## config.mk

```make
export PLATFORM = sky130hd
export DESIGN_NAME = tsense_i2c_slave
export DESIGN_NICKNAME = d
export VERILOG_FILES = /design/src/rtl/tsi_pkg.sv /design/src/rtl/tsi_line_sync.sv /design/src/rtl/tsi_timeout.sv /design/src/rtl/tsi_regfile.sv /design/src/rtl/tsi_bus_fsm.sv /design/src/rtl/tsense_i2c_slave.sv
export SDC_FILE = /design/constraint.sdc
export NUM_CORES = 1
export LEC_CHECK = 0
export ABC_AREA = 1
export BUFFER_PORTS_ARGS = -buffer_cell sky130_fd_sc_hd__buf_2
export CORE_MARGIN = 2
export CORE_UTILIZATION = 55
export CTS_CLUSTER_DIAMETER = 40
export CTS_CLUSTER_SIZE = 8
export DETAILED_ROUTE_END_ITERATION = 6
export HOLD_SLACK_MARGIN = 0.06
export PLACE_DENSITY = 0.83
export SLEW_MARGIN = 40
export SYNTH_ARGS = -nofsm -noshare
export SYNTH_HDL_FRONTEND = slang
export SYNTH_SLANG_ARGS = --single-unit
```

## constraint.sdc

```tcl
create_clock -name clk -period 2.07 [get_ports clk]
set_clock_uncertainty 0.2 [all_clocks]
set_input_delay 0.207 -clock clk [delete_from_list [all_inputs] [get_ports clk]]
set_output_delay 0.207 -clock clk [all_outputs]
set_load 0.02 [all_outputs]
```

## src/rtl/tsi_pkg.sv

```systemverilog
package tsi_pkg;

    typedef enum logic [3:0] {
        ST_IDLE,
        ST_ADDR,
        ST_ADDR_ACK,
        ST_PTR,
        ST_PTR_ACK,
        ST_WDATA,
        ST_WDATA_ACK,
        ST_RDATA,
        ST_RD_ACK,
        ST_IGNORE
    } bus_state_e;

    localparam logic [1:0] SEL_TEMP = 2'd0;
    localparam logic [1:0] SEL_CFG  = 2'd1;
    localparam logic [1:0] SEL_THYS = 2'd2;
    localparam logic [1:0] SEL_TOS  = 2'd3;

endpackage

```

## src/rtl/tsi_line_sync.sv

```systemverilog
module tsi_line_sync #(
    parameter int SYNC_STAGES = 2
) (
    input  logic clk,
    input  logic rst_n,
    input  logic scl_i,
    input  logic sda_i,
    output logic scl_s,
    output logic sda_s,
    output logic scl_rise,
    output logic scl_fall,
    output logic start_det,
    output logic stop_det
);

    logic [SYNC_STAGES-1:0] scl_pipe;
    logic [SYNC_STAGES-1:0] sda_pipe;
    logic                   scl_d;
    logic                   sda_d;

    always_ff @(posedge clk or negedge rst_n) begin
        if (!rst_n) begin
            scl_pipe <= '1;
            sda_pipe <= '1;
            scl_d    <= 1'b1;
            sda_d    <= 1'b1;
        end else begin
            scl_pipe <= {scl_pipe[SYNC_STAGES-2:0], scl_i};
            sda_pipe <= {sda_pipe[SYNC_STAGES-2:0], sda_i};
            scl_d    <= scl_s;
            sda_d    <= sda_s;
        end
    end

    assign scl_s     = scl_pipe[SYNC_STAGES-1];
    assign sda_s     = sda_pipe[SYNC_STAGES-1];
    assign scl_rise  = scl_s & ~scl_d;
    assign scl_fall  = ~scl_s & scl_d;
    // data edges count only while the clock line stays high
    assign start_det = scl_s & scl_d & sda_d & ~sda_s;
    assign stop_det  = scl_s & scl_d & ~sda_d & sda_s;

endmodule

```

## src/rtl/tsi_timeout.sv

```systemverilog
module tsi_timeout #(
    parameter int TIMEOUT_CYCLES = 5_000_000
) (
    input  logic clk,
    input  logic rst_n,
    input  logic bus_active,
    input  logic sda_s,
    output logic tmo_hit
);

    localparam int CW = $clog2(TIMEOUT_CYCLES + 1);
    localparam logic [CW-1:0] LAST = CW'(TIMEOUT_CYCLES - 1);

    logic [CW-1:0] low_cnt;

    always_ff @(posedge clk or negedge rst_n) begin
        if (!rst_n) begin
            low_cnt <= '0;
            tmo_hit <= 1'b0;
        end else begin
            tmo_hit <= 1'b0;
            if (!bus_active || sda_s) begin
                low_cnt <= '0;
            end else if (low_cnt == LAST) begin
                low_cnt <= '0;
                tmo_hit <= 1'b1;
            end else begin
                low_cnt <= low_cnt + 1'b1;
            end
        end
    end

endmodule

```

## src/rtl/tsi_regfile.sv

```systemverilog
module tsi_regfile
    import tsi_pkg::*;
#(
    parameter logic [15:0] TOS_INIT  = 16'h5000,
    parameter logic [15:0] THYS_INIT = 16'h4B00,
    parameter logic [7:0]  CFG_INIT  = 8'h00,
    parameter logic [7:0]  CFG_WMASK = 8'h7F,
    parameter logic [15:0] TEMP_MASK = 16'hFF80
) (
    input  logic        clk,
    input  logic        rst_n,
    input  logic        wr_en,
    input  logic [1:0]  wr_sel,
    input  logic        wr_lsb,
    input  logic [7:0]  wr_data,
    input  logic        conv_valid,
    input  logic [15:0] conv_data,
    input  logic        read_busy,
    input  logic [1:0]  rd_sel,
    input  logic        rd_lsb,
    output logic [7:0]  rd_byte,
    output logic [15:0] temp_o,
    output logic [7:0]  cfg_o,
    output logic [15:0] thys_o,
    output logic [15:0] tos_o
);

    logic [15:0] temp_q, thys_q, tos_q, pend_q, word;
    logic [7:0]  cfg_q;
    logic        pend_v;

    always_ff @(posedge clk or negedge rst_n) begin
        if (!rst_n) begin
            cfg_q  <= CFG_INIT;
            thys_q <= THYS_INIT;
            tos_q  <= TOS_INIT;
        end else if (wr_en) begin
            unique case (wr_sel)
                SEL_CFG:  cfg_q <= wr_data & CFG_WMASK;
                SEL_THYS: if (wr_lsb) thys_q[7:0] <= wr_data;
                          else        thys_q[15:8] <= wr_data;
                SEL_TOS:  if (wr_lsb) tos_q[7:0] <= wr_data;
                          else        tos_q[15:8] <= wr_data;
                default:  ;
            endcase
        end
    end

    // capture path: a result arriving during a read waits in pend_q
    always_ff @(posedge clk or negedge rst_n) begin
        if (!rst_n) begin
            temp_q <= '0;
            pend_q <= '0;
            pend_v <= 1'b0;
        end else if (conv_valid) begin
            if (read_busy) begin
                pend_q <= conv_data & TEMP_MASK;
                pend_v <= 1'b1;
            end else begin
                temp_q <= conv_data & TEMP_MASK;
                pend_v <= 1'b0;
            end
        end else if (pend_v && !read_busy) begin
            temp_q <= pend_q;
            pend_v <= 1'b0;
        end
    end

    always_comb begin
        unique case (rd_sel)
            SEL_TEMP: word = temp_q;
            SEL_THYS: word = thys_q;
            SEL_TOS:  word = tos_q;
            default:  word = {cfg_q, cfg_q};
        endcase
        rd_byte = rd_lsb ? word[7:0] : word[15:8];
    end

    assign temp_o = temp_q;
    assign cfg_o  = cfg_q;
    assign thys_o = thys_q;
    assign tos_o  = tos_q;

endmodule

```

## src/rtl/tsi_bus_fsm.sv

```systemverilog
module tsi_bus_fsm
    import tsi_pkg::*;
(
    input  logic       clk,
    input  logic       rst_n,
    input  logic       scl_rise,
    input  logic       scl_fall,
    input  logic       start_det,
    input  logic       stop_det,
    input  logic       sda_s,
    input  logic       tmo_hit,
    input  logic [6:0] dev_addr,
    input  logic [7:0] rd_byte,
    output logic       sda_oe,
    output logic       wr_en,
    output logic [1:0] wr_sel,
    output logic       wr_lsb,
    output logic [7:0] wr_data,
    output logic [1:0] sel,
    output logic       rd_lsb,
    output logic       read_busy,
    output logic       read_strobe,
    output logic       bus_active
);

    bus_state_e state, nxt;
    logic [7:0] shreg, txsh;
    logic [3:0] bitcnt;
    logic [1:0] byte_idx, wr_limit;
    logic [1:0] ptr_q;
    logic       rw_q, mack_q;
    logic       byte_full, addr_hit, ptr_ok;

    assign byte_full = (bitcnt == 4'd8);
    assign addr_hit  = (shreg[7:1] == dev_addr);
    assign ptr_ok    = (shreg[7:2] == 6'd0);
    assign wr_limit  = (ptr_q == SEL_CFG) ? 2'd1 : 2'd2;

    // next-state logic
    always_comb begin
        nxt = state;
        if (tmo_hit) begin
            nxt = ST_IDLE;
        end else if (start_det) begin
            nxt = ST_ADDR;
        end else if (stop_det) begin
            nxt = ST_IDLE;
        end else begin
            unique case (state)
                ST_IDLE:      nxt = ST_IDLE;
                ST_ADDR:      if (scl_fall && byte_full) nxt = addr_hit ? ST_ADDR_ACK : ST_IGNORE;
                ST_ADDR_ACK:  if (scl_fall) nxt = rw_q ? ST_RDATA : ST_PTR;
                ST_PTR:       if (scl_fall && byte_full) nxt = ptr_ok ? ST_PTR_ACK : ST_IGNORE;
                ST_PTR_ACK:   if (scl_fall) nxt = ST_WDATA;
                ST_WDATA:     if (scl_fall && byte_full) nxt = ST_WDATA_ACK;
                ST_WDATA_ACK: if (scl_fall) nxt = ST_WDATA;
                ST_RDATA:     if (scl_fall && byte_full) nxt = ST_RD_ACK;
                ST_RD_ACK:    if (scl_fall) nxt = mack_q ? ST_RDATA : ST_IGNORE;
                ST_IGNORE:    nxt = ST_IGNORE;
                default:      nxt = ST_IDLE;
            endcase
        end
    end

    // state register
    always_ff @(posedge clk or negedge rst_n) begin
        if (!rst_n) state <= ST_IDLE;
        else        state <= nxt;
    end

    // outputs and datapath
    always_ff @(posedge clk or negedge rst_n) begin
        if (!rst_n) begin
            sda_oe      <= 1'b0;
            shreg       <= '0;
            txsh        <= '0;
            bitcnt      <= '0;
            byte_idx    <= '0;
            ptr_q       <= SEL_TEMP;
            rw_q        <= 1'b0;
            mack_q      <= 1'b0;
            wr_en       <= 1'b0;
            wr_data     <= '0;
            read_strobe <= 1'b0;
        end else begin
            wr_en       <= 1'b0;
            read_strobe <= 1'b0;
            if (tmo_hit || stop_det) begin
                sda_oe <= 1'b0;
                bitcnt <= '0;
            end else if (start_det) begin
                sda_oe   <= 1'b0;
                bitcnt   <= '0;
                byte_idx <= '0;
            end else begin
                unique case (state)
                    ST_ADDR, ST_PTR, ST_WDATA: begin
                        if (scl_rise && !byte_full) begin
                            shreg  <= {shreg[6:0], sda_s};
                            bitcnt <= bitcnt + 4'd1;
                        end
                        if (scl_fall && byte_full) begin
                            if (state == ST_ADDR) begin
                                if (addr_hit) begin
                                    sda_oe <= 1'b1;
                                    rw_q   <= shreg[0];
                                end
                            end else if (state == ST_PTR) begin
                                if (ptr_ok) begin
                                    sda_oe <= 1'b1;
                                    ptr_q  <= shreg[1:0];
                                end
                            end else begin
                                sda_oe  <= 1'b1;
                                wr_data <= shreg;
                                wr_en   <= (byte_idx < wr_limit);
                            end
                        end
                    end
                    ST_ADDR_ACK, ST_PTR_ACK, ST_WDATA_ACK: begin
                        if (scl_fall) begin
                            bitcnt <= '0;
                            if (state == ST_ADDR_ACK && rw_q) begin
                                txsh   <= rd_byte;
                                sda_oe <= ~rd_byte[7];
                            end else begin
                                sda_oe <= 1'b0;
                            end
                            if (state == ST_WDATA_ACK) begin
                                if (byte_idx != 2'd2) byte_idx <= byte_idx + 2'd1;
                            end else begin
                                byte_idx <= '0;
                            end
                        end
                    end
                    ST_RDATA: begin
                        if (scl_rise && !byte_full) bitcnt <= bitcnt + 4'd1;
                        if (scl_fall) begin
                            if (byte_full) begin
                                sda_oe <= 1'b0;
                            end else begin
                                txsh   <= {txsh[6:0], 1'b0};
                                sda_oe <= ~txsh[6];
                            end
                        end
                    end
                    ST_RD_ACK: begin
                        if (scl_rise) begin
                            mack_q <= ~sda_s;
                            if (sda_s) read_strobe <= 1'b1;
                            else       byte_idx    <= {1'b0, ~byte_idx[0]};
                        end
                        if (scl_fall && mack_q) begin
                            bitcnt <= '0;
                            txsh   <= rd_byte;
                            sda_oe <= ~rd_byte[7];
                        end
                    end
                    default: ;
                endcase
            end
        end
    end

    assign wr_sel     = ptr_q;
    assign wr_lsb     = byte_idx[0];
    assign sel        = ptr_q;
    assign rd_lsb     = byte_idx[0];
    assign bus_active = (state != ST_IDLE);
    assign read_busy  = (state == ST_RDATA) || (state == ST_RD_ACK) ||
                        (state == ST_ADDR_ACK && rw_q);

endmodule

```

## src/rtl/tsense_i2c_slave.sv

```systemverilog
module tsense_i2c_slave
    import tsi_pkg::*;
#(
    parameter int          TIMEOUT_CYCLES = 5_000_000,
    parameter int          SYNC_STAGES    = 2,
    parameter logic [3:0]  ADDR_PREFIX    = 4'b1001
) (
    input  logic        clk,
    input  logic        rst_n,
    input  logic        scl_i,
    input  logic        sda_i,
    output logic        sda_oe,
    input  logic [2:0]  addr_strap,
    input  logic        conv_valid,
    input  logic [15:0] conv_data,
    output logic [15:0] temp_o,
    output logic [7:0]  cfg_o,
    output logic [15:0] thys_o,
    output logic [15:0] tos_o,
    output logic        read_strobe
);

    logic       scl_s, sda_s, scl_rise, scl_fall, start_det, stop_det;
    logic       tmo_hit, bus_active, read_busy;
    logic       wr_en, wr_lsb, rd_lsb;
    logic [1:0] wr_sel, sel;
    logic [7:0] wr_data, rd_byte;
    logic [6:0] dev_addr;

    assign dev_addr = {ADDR_PREFIX, addr_strap};

    tsi_line_sync #(.SYNC_STAGES(SYNC_STAGES)) u_sync (
        .clk(clk), .rst_n(rst_n), .scl_i(scl_i), .sda_i(sda_i),
        .scl_s(scl_s), .sda_s(sda_s), .scl_rise(scl_rise), .scl_fall(scl_fall),
        .start_det(start_det), .stop_det(stop_det)
    );

    tsi_timeout #(.TIMEOUT_CYCLES(TIMEOUT_CYCLES)) u_tmo (
        .clk(clk), .rst_n(rst_n), .bus_active(bus_active), .sda_s(sda_s),
        .tmo_hit(tmo_hit)
    );

    tsi_bus_fsm u_fsm (
        .clk(clk), .rst_n(rst_n), .scl_rise(scl_rise), .scl_fall(scl_fall),
        .start_det(start_det), .stop_det(stop_det), .sda_s(sda_s),
        .tmo_hit(tmo_hit), .dev_addr(dev_addr), .rd_byte(rd_byte),
        .sda_oe(sda_oe), .wr_en(wr_en), .wr_sel(wr_sel), .wr_lsb(wr_lsb),
        .wr_data(wr_data), .sel(sel), .rd_lsb(rd_lsb), .read_busy(read_busy),
        .read_strobe(read_strobe), .bus_active(bus_active)
    );

    tsi_regfile u_regs (
        .clk(clk), .rst_n(rst_n), .wr_en(wr_en), .wr_sel(wr_sel),
        .wr_lsb(wr_lsb), .wr_data(wr_data), .conv_valid(conv_valid),
        .conv_data(conv_data), .read_busy(read_busy), .rd_sel(sel),
        .rd_lsb(rd_lsb), .rd_byte(rd_byte), .temp_o(temp_o), .cfg_o(cfg_o),
        .thys_o(thys_o), .tos_o(tos_o)
    );

endmodule

```

Word-level counts from Yosys, hierarchy flattened. Cells that the tools add are included.

Add/subtract/negate cells: 3. Bitwise gates (word level): 18. Order comparisons: 1. Reduce and logical (&&, ||, !) cells: 41. Equal/unequal tests: 40. Muxes and demuxes: 71.

Operators by type and width (count): 4-bit 2-to-1 mux (18); 16-bit 2-to-1 mux (3); 16-bit one-hot mux with 3 select lines (1); 23-bit 2-to-1 mux (2); 7-bit 2-to-1 mux (5); 5-bit by 3-bit inequality test with 1-bit output, second input constant (7); 4-bit one-hot mux with 8 select lines (1); 1-bit 2-to-1 mux (28); 23-bit by 1-bit adder with 23-bit output, second input constant (1); 23-bit == test, second input constant (1); 7-bit one-hot mux with 3 select lines (1); 7-bit AND reduction (3); 6-bit AND reduction (3); 4-bit by 3-bit == test with 1-bit output, second input constant (4); 4-bit by 2-bit inequality test with 1-bit output, second input constant (4); 2-bit 2-to-1 mux (7); 4-bit == test, second input constant (3); 4-bit one-hot mux with 3 select lines (1); 3-bit AND reduction (4); 4-bit AND reduction (3); 1-bit NOT (11); 4-bit by 2-bit == test with 1-bit output, second input constant (2); 8-bit 2-to-1 mux (1); 2-bit by 1-bit inequality test with 1-bit output, second input constant (4); 33 further kinds (56).

Register bits: 135. Output and inout bits: 58. Logic and storage cells: 200.

Longest topological paths before layout. Gate-level depths: netlist of run 1.

Depth in word-level cells: 9. Gate-level depth with buffers: 12.

Hierarchy. A second synthesis of run 1 with hierarchy kept.

Cell total of the unflattened synthesis: 879. Area, all modules: 7016.7 µm².

Modules (own cells, without submodules): tsi_regfile (instances 1, cells an instance 348, area an instance 2916.5 µm²); tsi_bus_fsm (instances 1, cells an instance 318, area an instance 2413.6 µm²); tsi_timeout (instances 1, cells an instance 194, area an instance 1480.2 µm²); tsi_line_sync (instances 1, cells an instance 17, area an instance 198.9 µm²); tsense_i2c_slave (instances 1, cells an instance 2, area an instance 7.5 µm²).

Least setup slack after synthesis of run 1. No wires, ideal clock.

Kind: register to register. Start: register u_fsm.bitcnt[0]. End: register u_fsm.wr_data[6]. Setup slack: 0.296 ns. Path buffers: 1. Arrival: 1.448 ns. Cell stages (with the launch flop): 11. Clock period less this slack: 1.774 ns. Setup time: 0.126 ns. Cells stage by stage: dfrtp_1 -> inv_1 -> ha_1 -> nand2_1 -> nor2_1 -> nand2_1 -> inv_1 -> nand3_2 -> buf_2 -> nand2_1 -> o21ai_0.

Word-level cells in the longest chain between the ends: 3.

RTL lines: start: declaration (RTL line tsi_bus_fsm.sv:28) `logic [3:0] bitcnt;`; start signal: assignment (RTL line tsi_bus_fsm.sv:100) `bitcnt <= bitcnt + 4'd1;`; start signal: assignment (RTL line tsi_bus_fsm.sv:137) `if (scl_rise && !byte_full) bitcnt <= bitcnt + 4'd1;`; 4-bit == test (RTL line tsi_bus_fsm.sv:34) `assign byte_full = (bitcnt == 4'd8);`; 1-bit logical AND (RTL line tsi_bus_fsm.sv:102) `if (scl_fall && byte_full) begin`; 6-bit AND reduction (no source line); end signal: assignment (RTL line tsi_bus_fsm.sv:115) `wr_data <= shreg;`; end: declaration (RTL line tsi_bus_fsm.sv:18) `output logic [7:0] wr_data,`.

No other way between the ends. A chain may end at the register's enable or synchronous reset.

Worst setup path after layout of run 1.
Start: register u_fsm.bitcnt[1]. End: register u_fsm.bitcnt[0].

Word-level cells in the longest chain between the ends: 5.

RTL lines (RTL line): 4-bit == test (tsi_bus_fsm.sv:34); 1-bit logical NOT (tsi_bus_fsm.sv:98, tsi_bus_fsm.sv:137); 1-bit logical AND (tsi_bus_fsm.sv:98, tsi_bus_fsm.sv:137); 4-bit by 1-bit inequality test with 1-bit output (no source line); 4-bit AND reduction (no source line).

No other way between the ends.

==> results of run 1 <==
routing by layer:
| layer | GRT usage | vias up | wire, um |
|---|---|---|---|
| li1 | - | 2817 | - |
| met1 | 0.334 | 2699 | 6750 |
| met2 | 0.414 | 195 | 7570 |
| met3 | 0.0680 | 45 | 877 |
| met4 | 0.123 | 0 | 490 |
| met5 | 0 | - | 0 |
power by group through the flow:
stage	registers (uW)	logic [uW]	clock network, uW
after CTS	3220	2660	3140
after detailed placement	3250	2610	0
final	3240	2710	3100
after global routing	3280	3020	3270
after floorplan	3300	1790	0
after global placement	3230	2550	0
worst max-delay path by stage:
stage | startpoint | endpoint | slack [ns] | cells past startpoint
2_1_floorplan | u_fsm.bitcnt[0] | u_fsm.wr_data[6] | 0.30 | 10
3_3_place_gp | u_fsm.bitcnt[1] | u_fsm.wr_data[7] | 0.13 | 9
3_5_place_dp | u_fsm.bitcnt[1] | u_fsm.wr_data[1] | 0.08 | 9
4_1_cts | u_fsm.bitcnt[1] | u_fsm.wr_data[1] | 0.05 | 9
5_1_grt | u_sync.sda_d | u_fsm.sel[0] | -0.03 | 9
6_report | u_fsm.bitcnt[1] | u_fsm.bitcnt[0] | 0.14 | 12
kinds of logic after synthesis:
group / after synthesis / share of synthesized area
multiplexers: 9 / 0.0207
buffers and inverters: 117 / 0.0771
adder cells (fa/ha/maj): 5 / 0.00956
AND/OR/NAND/NOR: 386 / 0.261
AO/OA/AOI/OAI: 151 / 0.128
flip-flops: 128 / 0.492
XOR/XNOR: 9 / 0.0120
other: 1 / 0.000573
registers in the layout (all words and copies together) (netlist names), 7 cells and up:
name           count
u_tmo.low_cnt     23
u_fsm.wr_data      8
u_fsm.txsh         7
u_regs.temp_o      9
u_regs.cfg_o       7
u_regs.pend_q      9
u_fsm.shreg        8
u_regs.tos_o      16
u_regs.thys_o     16
per-stage QoR:
stage               power [uW]  instances  hold WS (ns)  worst slack, ns
finish                    9050       1064        0.0867            0.135
global route              9570       1064         0.128          -0.0277
detailed placement        5860       1020      -0.00735           0.0834
floorplan                 5090        813        -0.289            0.296
CTS                       9020       1064        0.0896           0.0484
global placement          5780       1020      -0.00842            0.128
final cells by class:
type	instances	area (um^2)
clock buffer	20	447
clock inverter	11	165
fill	869	3610
inverter	92	349
multi-input combinational	568	2880
sequential	128	3220
tap	143	179
timing repair buffer	102	673
placed cells by master, fill, tap and decap left out, types with 2 or more instances in the layout:
cell,count
nand2_1,210
dfrtp_1,113
o21ai_0,90
inv_1,80
nor2_1,70
buf_2,65
nand3_1,42
a21oi_1,21
buf_4,21
clkbuf_16,17
o21ai_1,16
nand4_1,14
dlygate4sd3_1,13
nor3_1,12
dfstp_2,12
inv_2,9
mux2_4,9
or2_2,9
xor2_1,8
nand2_2,8
conb_1,8
nor2_2,7
o211ai_1,7
a22oi_1,5
o21a_1,5
ha_1,5
clkinv_2,4
nand2_4,4
clkinvlp_4,4
bufinv_16,4
nor2_4,3
a21boi_0,3
buf_12,3
dfrtp_2,3
nor3_2,2
clkbuf_1,2
timing repair:
action | in CTS | in global routing
endpoints found under the setup margin | 0 | 32
hold buffers | 13 | 0
hold endpoints to repair | 138 | 0
gates resized for setup | 0 | 16
==> out/metrics.yaml, run 1 <==
seq_power_share: 0.357
numCtsBuffers: 17
period_share: 0.935
fp.dieArea_um2: 12800
gp_congestion: 0.898
worstSkewPairLatency_ns: 0.42
rsz0062_at_grt: "true"
synth_common_cells: "nand2_1, dfrtp_1, o21ai_0"
n_antenna_cell: 0
fp.dieH_um: 113
post_dp_cell_area_um2: 7130
rows: 39
clkTransAtPathRegs_ns: 0.06
area_growth_pct: 20.9
portBuffers: 66
clkPwrFrac: 0.343
p_leak_uw: 0.00387
synth-seq-area-share: 0.492
synth_cell_type_count: 41
ys_warn_count: 0
drc_errors: 9
dp_hpwl_mm: 10.8
setup_viol: 0
cts.path.max_buffers: 2
synth_top_area_share: 0.444
arrival_ns: 2.08
violations: "design-rule violations"
cp_common_cell: "nand2_1"
drive_above_1_share: 0.211
hp-class: "in -> async"
r2r_cells: 12
htree_levels: 4
nets: 938
tritoncts: "done"
grt_pass1_vias: 5414
crit_path_cell_trace: "inv_1 -> ha_1 -> nand2_1 -> nor2_1 -> buf_4 -> nor3_1 -> buf_4 -> nor2_1 -> nand2_1 -> nand3b_4 -> nand2_1 -> o21ai_1"
ys_ff_latch: 128
avgSynthCellArea_um2: 8.12
drv_cap: 0
vias: 5756
routedWlPerCell_um: 14.7
path_class: "reg -> reg"
core_um2: 11500
crit_required_ns: 2.22
netlist_area_um2: 6540
tns_ns: 0
ios: 82
worstSetupEndpointType: "flop"
worst-path-buf-inv: 3
cts-root-buf: "clkbuf_16"
track_usage: 0.260
synthFlopType: "dfrtp_1"
drt_first_pass_iters: 7
grt_pass1_wl_mm: 26.1
cp_slowest_cell: "dfrtp_1"
slowest_delay_ns: 0.41
critPathMaxFanout: 6
drtAntennaViolNets: 0
antenna_found_initial: 0
status: "complete, but fails checks"
routed_via_density: 5.41
hold_violations: 0
slew_viol_final: 0
drt_iter0_drc: 491
final_area_um2: 7910
combPwrFrac: 0.300
synth-async-reset-ratio: 1.00
die_x_um: 113
start_util: 0.568
power.density_nw_per_um2: 1140
reg2reg_slack_ns: 0.14
synth_edf_count: 0
netlist_top_cells_area: "dfrtp_1, nand2_1, o21ai_0, dfstp_2, inv_1"
r2r-end: "u_fsm.bitcnt[0]"
yosys.area.top_type: "dfrtp_1"
intPower_uw: 5950
finalWirelength_mm: 15.7
synth_most_common_cell: "nand2_1"
crit_path_start_kind: "flop"
grt_max_degree: 56
overflow: 0
p_switching_uw: 3100
swShare: 0.342
synthCells: 806
clkSinkCount: 128
post_cts_buffers: 0
max_freq_mhz: 517
regToRegStartpoint: "u_fsm.bitcnt[1]"
ir_drop_v: 0.000705
fin_crit_ns: 1.93
critPathTopFamily: "simple AND/OR/NAND/NOR gates"
final_util: 0.687
(Power assumes the default switching activity.)
==> run 2, diff against run 1 <==
==> constraint.sdc (replaced) <==
create_clock -name clk -period 2.07 [get_ports clk]
set_clock_uncertainty 0.2 [all_clocks]
set_input_delay 0.414 -clock clk [delete_from_list [all_inputs] [get_ports clk]]
set_output_delay 0.414 -clock clk [all_outputs]
set_load 0.02 [all_outputs]
==> run 2 against run 1 <==
  * The run still ends with design-rule violations left
  * Critical path depth down 4
  * Register-to-register slack worse by 0.03 ns
  * Utilization down 0.20 points
  * Combinational power about the same
  * Sequential power about the same
  * Cell area down 0.28%
  * Clock power down 5%
  * Final cell count up 0.19%
  * Hold slack worse by 0.014 ns
==> out/metrics.yaml, run 2 (synthesis results as in run 1) <==
status: "complete, but fails checks"
violations: "design-rule violations"
pre_cts_slack_ns: 0.144  # +0.0604 ns
finalWirelength_mm: 15.7  # +0.38%
final_area_um2: 7890  # -0.28%
crit_path_start_kind: "flop"
routed_via_density: 5.45  # +0.77%
grt_max_degree: 37  # -34%
swShare: 0.350  # +0.00740
cp_slowest_cell: "dfstp_2"
hp-start: "conv_data[12]"
area_growth_pct: 20.5
dp_hpwl_mm: 10.9  # +1.5%
path_class: "reg -> reg"
largest_reg_flops: 23  # unchanged
hold_slack_ns: 0.0729  # -0.0138 ns
start_util: 0.568  # unchanged
die_x_um: 113  # unchanged
reg2reg_slack_ns: 0.11  # -0.03 ns
worst-path-buf-inv: 2  # -1
drv_cap: 0  # unchanged
drc_errors: 9  # unchanged
tritoncts: "done"
critPathMaxFanout: 16  # +10
clkTransAtPathRegs_ns: 0.05  # about the same
final_cell_mix: "nand2_1, dfrtp_1, o21ai_0"
p_leak_uw: 0.00387  # about the same
routedWlPerCell_um: 14.8  # +0.19%
max_freq_mhz: 510  # -1.4%
grt_pass1_wl_mm: 25.9  # -0.85%
cts-root-buf: "clkbuf_16"
regToRegStartpoint: "u_sync.sda_pipe[1]"
numCtsBuffers: 17  # unchanged
final_util: 0.685  # -0.00196
portBuffers: 66  # unchanged
final_common_cell: "nand2_1"
intPower_uw: 5780  # -3.0%
layout.cells.non_filler: 1066  # +0.19%
r2r-end: "u_fsm.shreg[4]"
worst_slack_ns: 0.107  # -0.0279 ns
drive_above_1_share: 0.216  # +0.00496
seq_power_share: 0.365  # +0.008
clkPwrFrac: 0.330  # -0.013
drt_first_pass_iters: 7  # unchanged
min_path_cells: 2
cp_common_cell: "nand2_1"
n_antenna_cell: 0  # unchanged
fp.dieArea_um2: 12800  # unchanged
slew_viol_final: 0  # unchanged
fin_crit_ns: 1.96  # +0.0279 ns
crit_path_cell_trace: "nand4_1 -> nand2_1 -> inv_4 -> nand2_1 -> inv_2 -> nand2_4 -> nand2_1 -> o21ai_1"
hp-class: "in -> reg"
setup_viol: 0  # unchanged
drtAntennaViolNets: 0  # unchanged
track_usage: 0.258  # -0.00217
regMostFlops: "u_tmo.low_cnt"
ios: 82  # unchanged
crit_required_ns: 2.21  # about the same
worstSetupEndpointType: "flop"
cts.path.max_buffers: 2  # unchanged
period_share: 0.948  # +0.0135
grt_pass1_vias: 5556  # +2.6%
min_to: "u_regs.pend_q[12]"
clkSinkCount: 128  # unchanged
vias: 5811  # +0.96%
r2r_cells: 8  # -4
fp.dieH_um: 113  # unchanged
gp_congestion: 0.934  # +4.0%
p_switching_uw: 3110  # +0.27%
dp_cells: 1023  # +0.29%
core_um2: 11500  # unchanged
overflow: 0  # unchanged
arrival_ns: 2.11  # +0.03 ns
power.density_nw_per_um2: 1130  # -1.6%
combPwrFrac: 0.305  # +0.005
drt_iter0_drc: 670  # +36%
worstSkewPairLatency_ns: 0.42  # about the same
rows: 39  # unchanged
htree_levels: 4  # unchanged
hold_violations: 0  # unchanged
ir_drop_v: 0.000673  # -4.5%
nets: 939  # +0.11%
critPathTopFamily: "simple AND/OR/NAND/NOR gates"
antenna_found_initial: 1  # +1
post_dp_cell_area_um2: 7160  # +0.32%
slowest_delay_ns: 0.58  # +0.17 ns
run 2: power groups by stage:
stage / Combinational (uW) / Sequential [uW] / Clock (uW)
2_1_floorplan: 1790 / 3300 / 0
3_3_place_gp: 2530 / 3240 / 0
3_5_place_dp: 2600 / 3260 / 0
4_1_cts: 2660 / 3220 / 2970
5_1_grt: 3030 / 3290 / 3070
6_report: 2710 / 3240 / 2930
run 2: stage by stage:
step	TNS [ns]	total power, uW
after CTS	0	8850
after global placement	0	5770
after detailed placement	0	5860
after floorplan	0	5090
after global routing	-0.00149	9390
final	0	8890
run 2: worst max-delay path by stage:
stage | depth (start not counted) | endpoint | startpoint | slack (ns)
final | 8 | u_fsm.shreg[4] | u_sync.sda_pipe[1] | 0.11
after global placement | 7 | u_fsm.wr_data[7] | u_sync.scl_d | 0.18
after CTS | 8 | u_fsm.shreg[4] | u_sync.sda_pipe[1] | 0.09
after global routing | 9 | u_fsm.sel[1] | u_sync.sda_d | -0.0008
after floorplan | 10 | u_fsm.wr_data[6] | u_fsm.bitcnt[0] | 0.30
after detailed placement | 9 | u_fsm.bitcnt[0] | u_sync.sda_d | 0.14
run 2: layout make-up:
| class | instances | area [um^2] |
|---|---|---|
| clock buffers | 22 | 474 |
| clock inverters | 10 | 110 |
| fillers | 876 | 3630 |
| inverters | 92 | 352 |
| multi-input cells | 568 | 2880 |
| flip-flops and latches | 128 | 3220 |
| well taps | 143 | 179 |
| repair buffers | 103 | 676 |
run 2: per-layer routing:
layer,routed length (um),global-route usage
met5,13,0
met1,6660,0.334
met4,514,0.117
met3,1040,0.0653
met2,7530,0.412
run 2: what timing repair did:
action	in CTS	in global routing
endpoints found under the setup margin	0	32
gates resized for setup	0	15
endpoints found under the hold margin	36	0
setup buffers	0	0
hold buffers	11	0
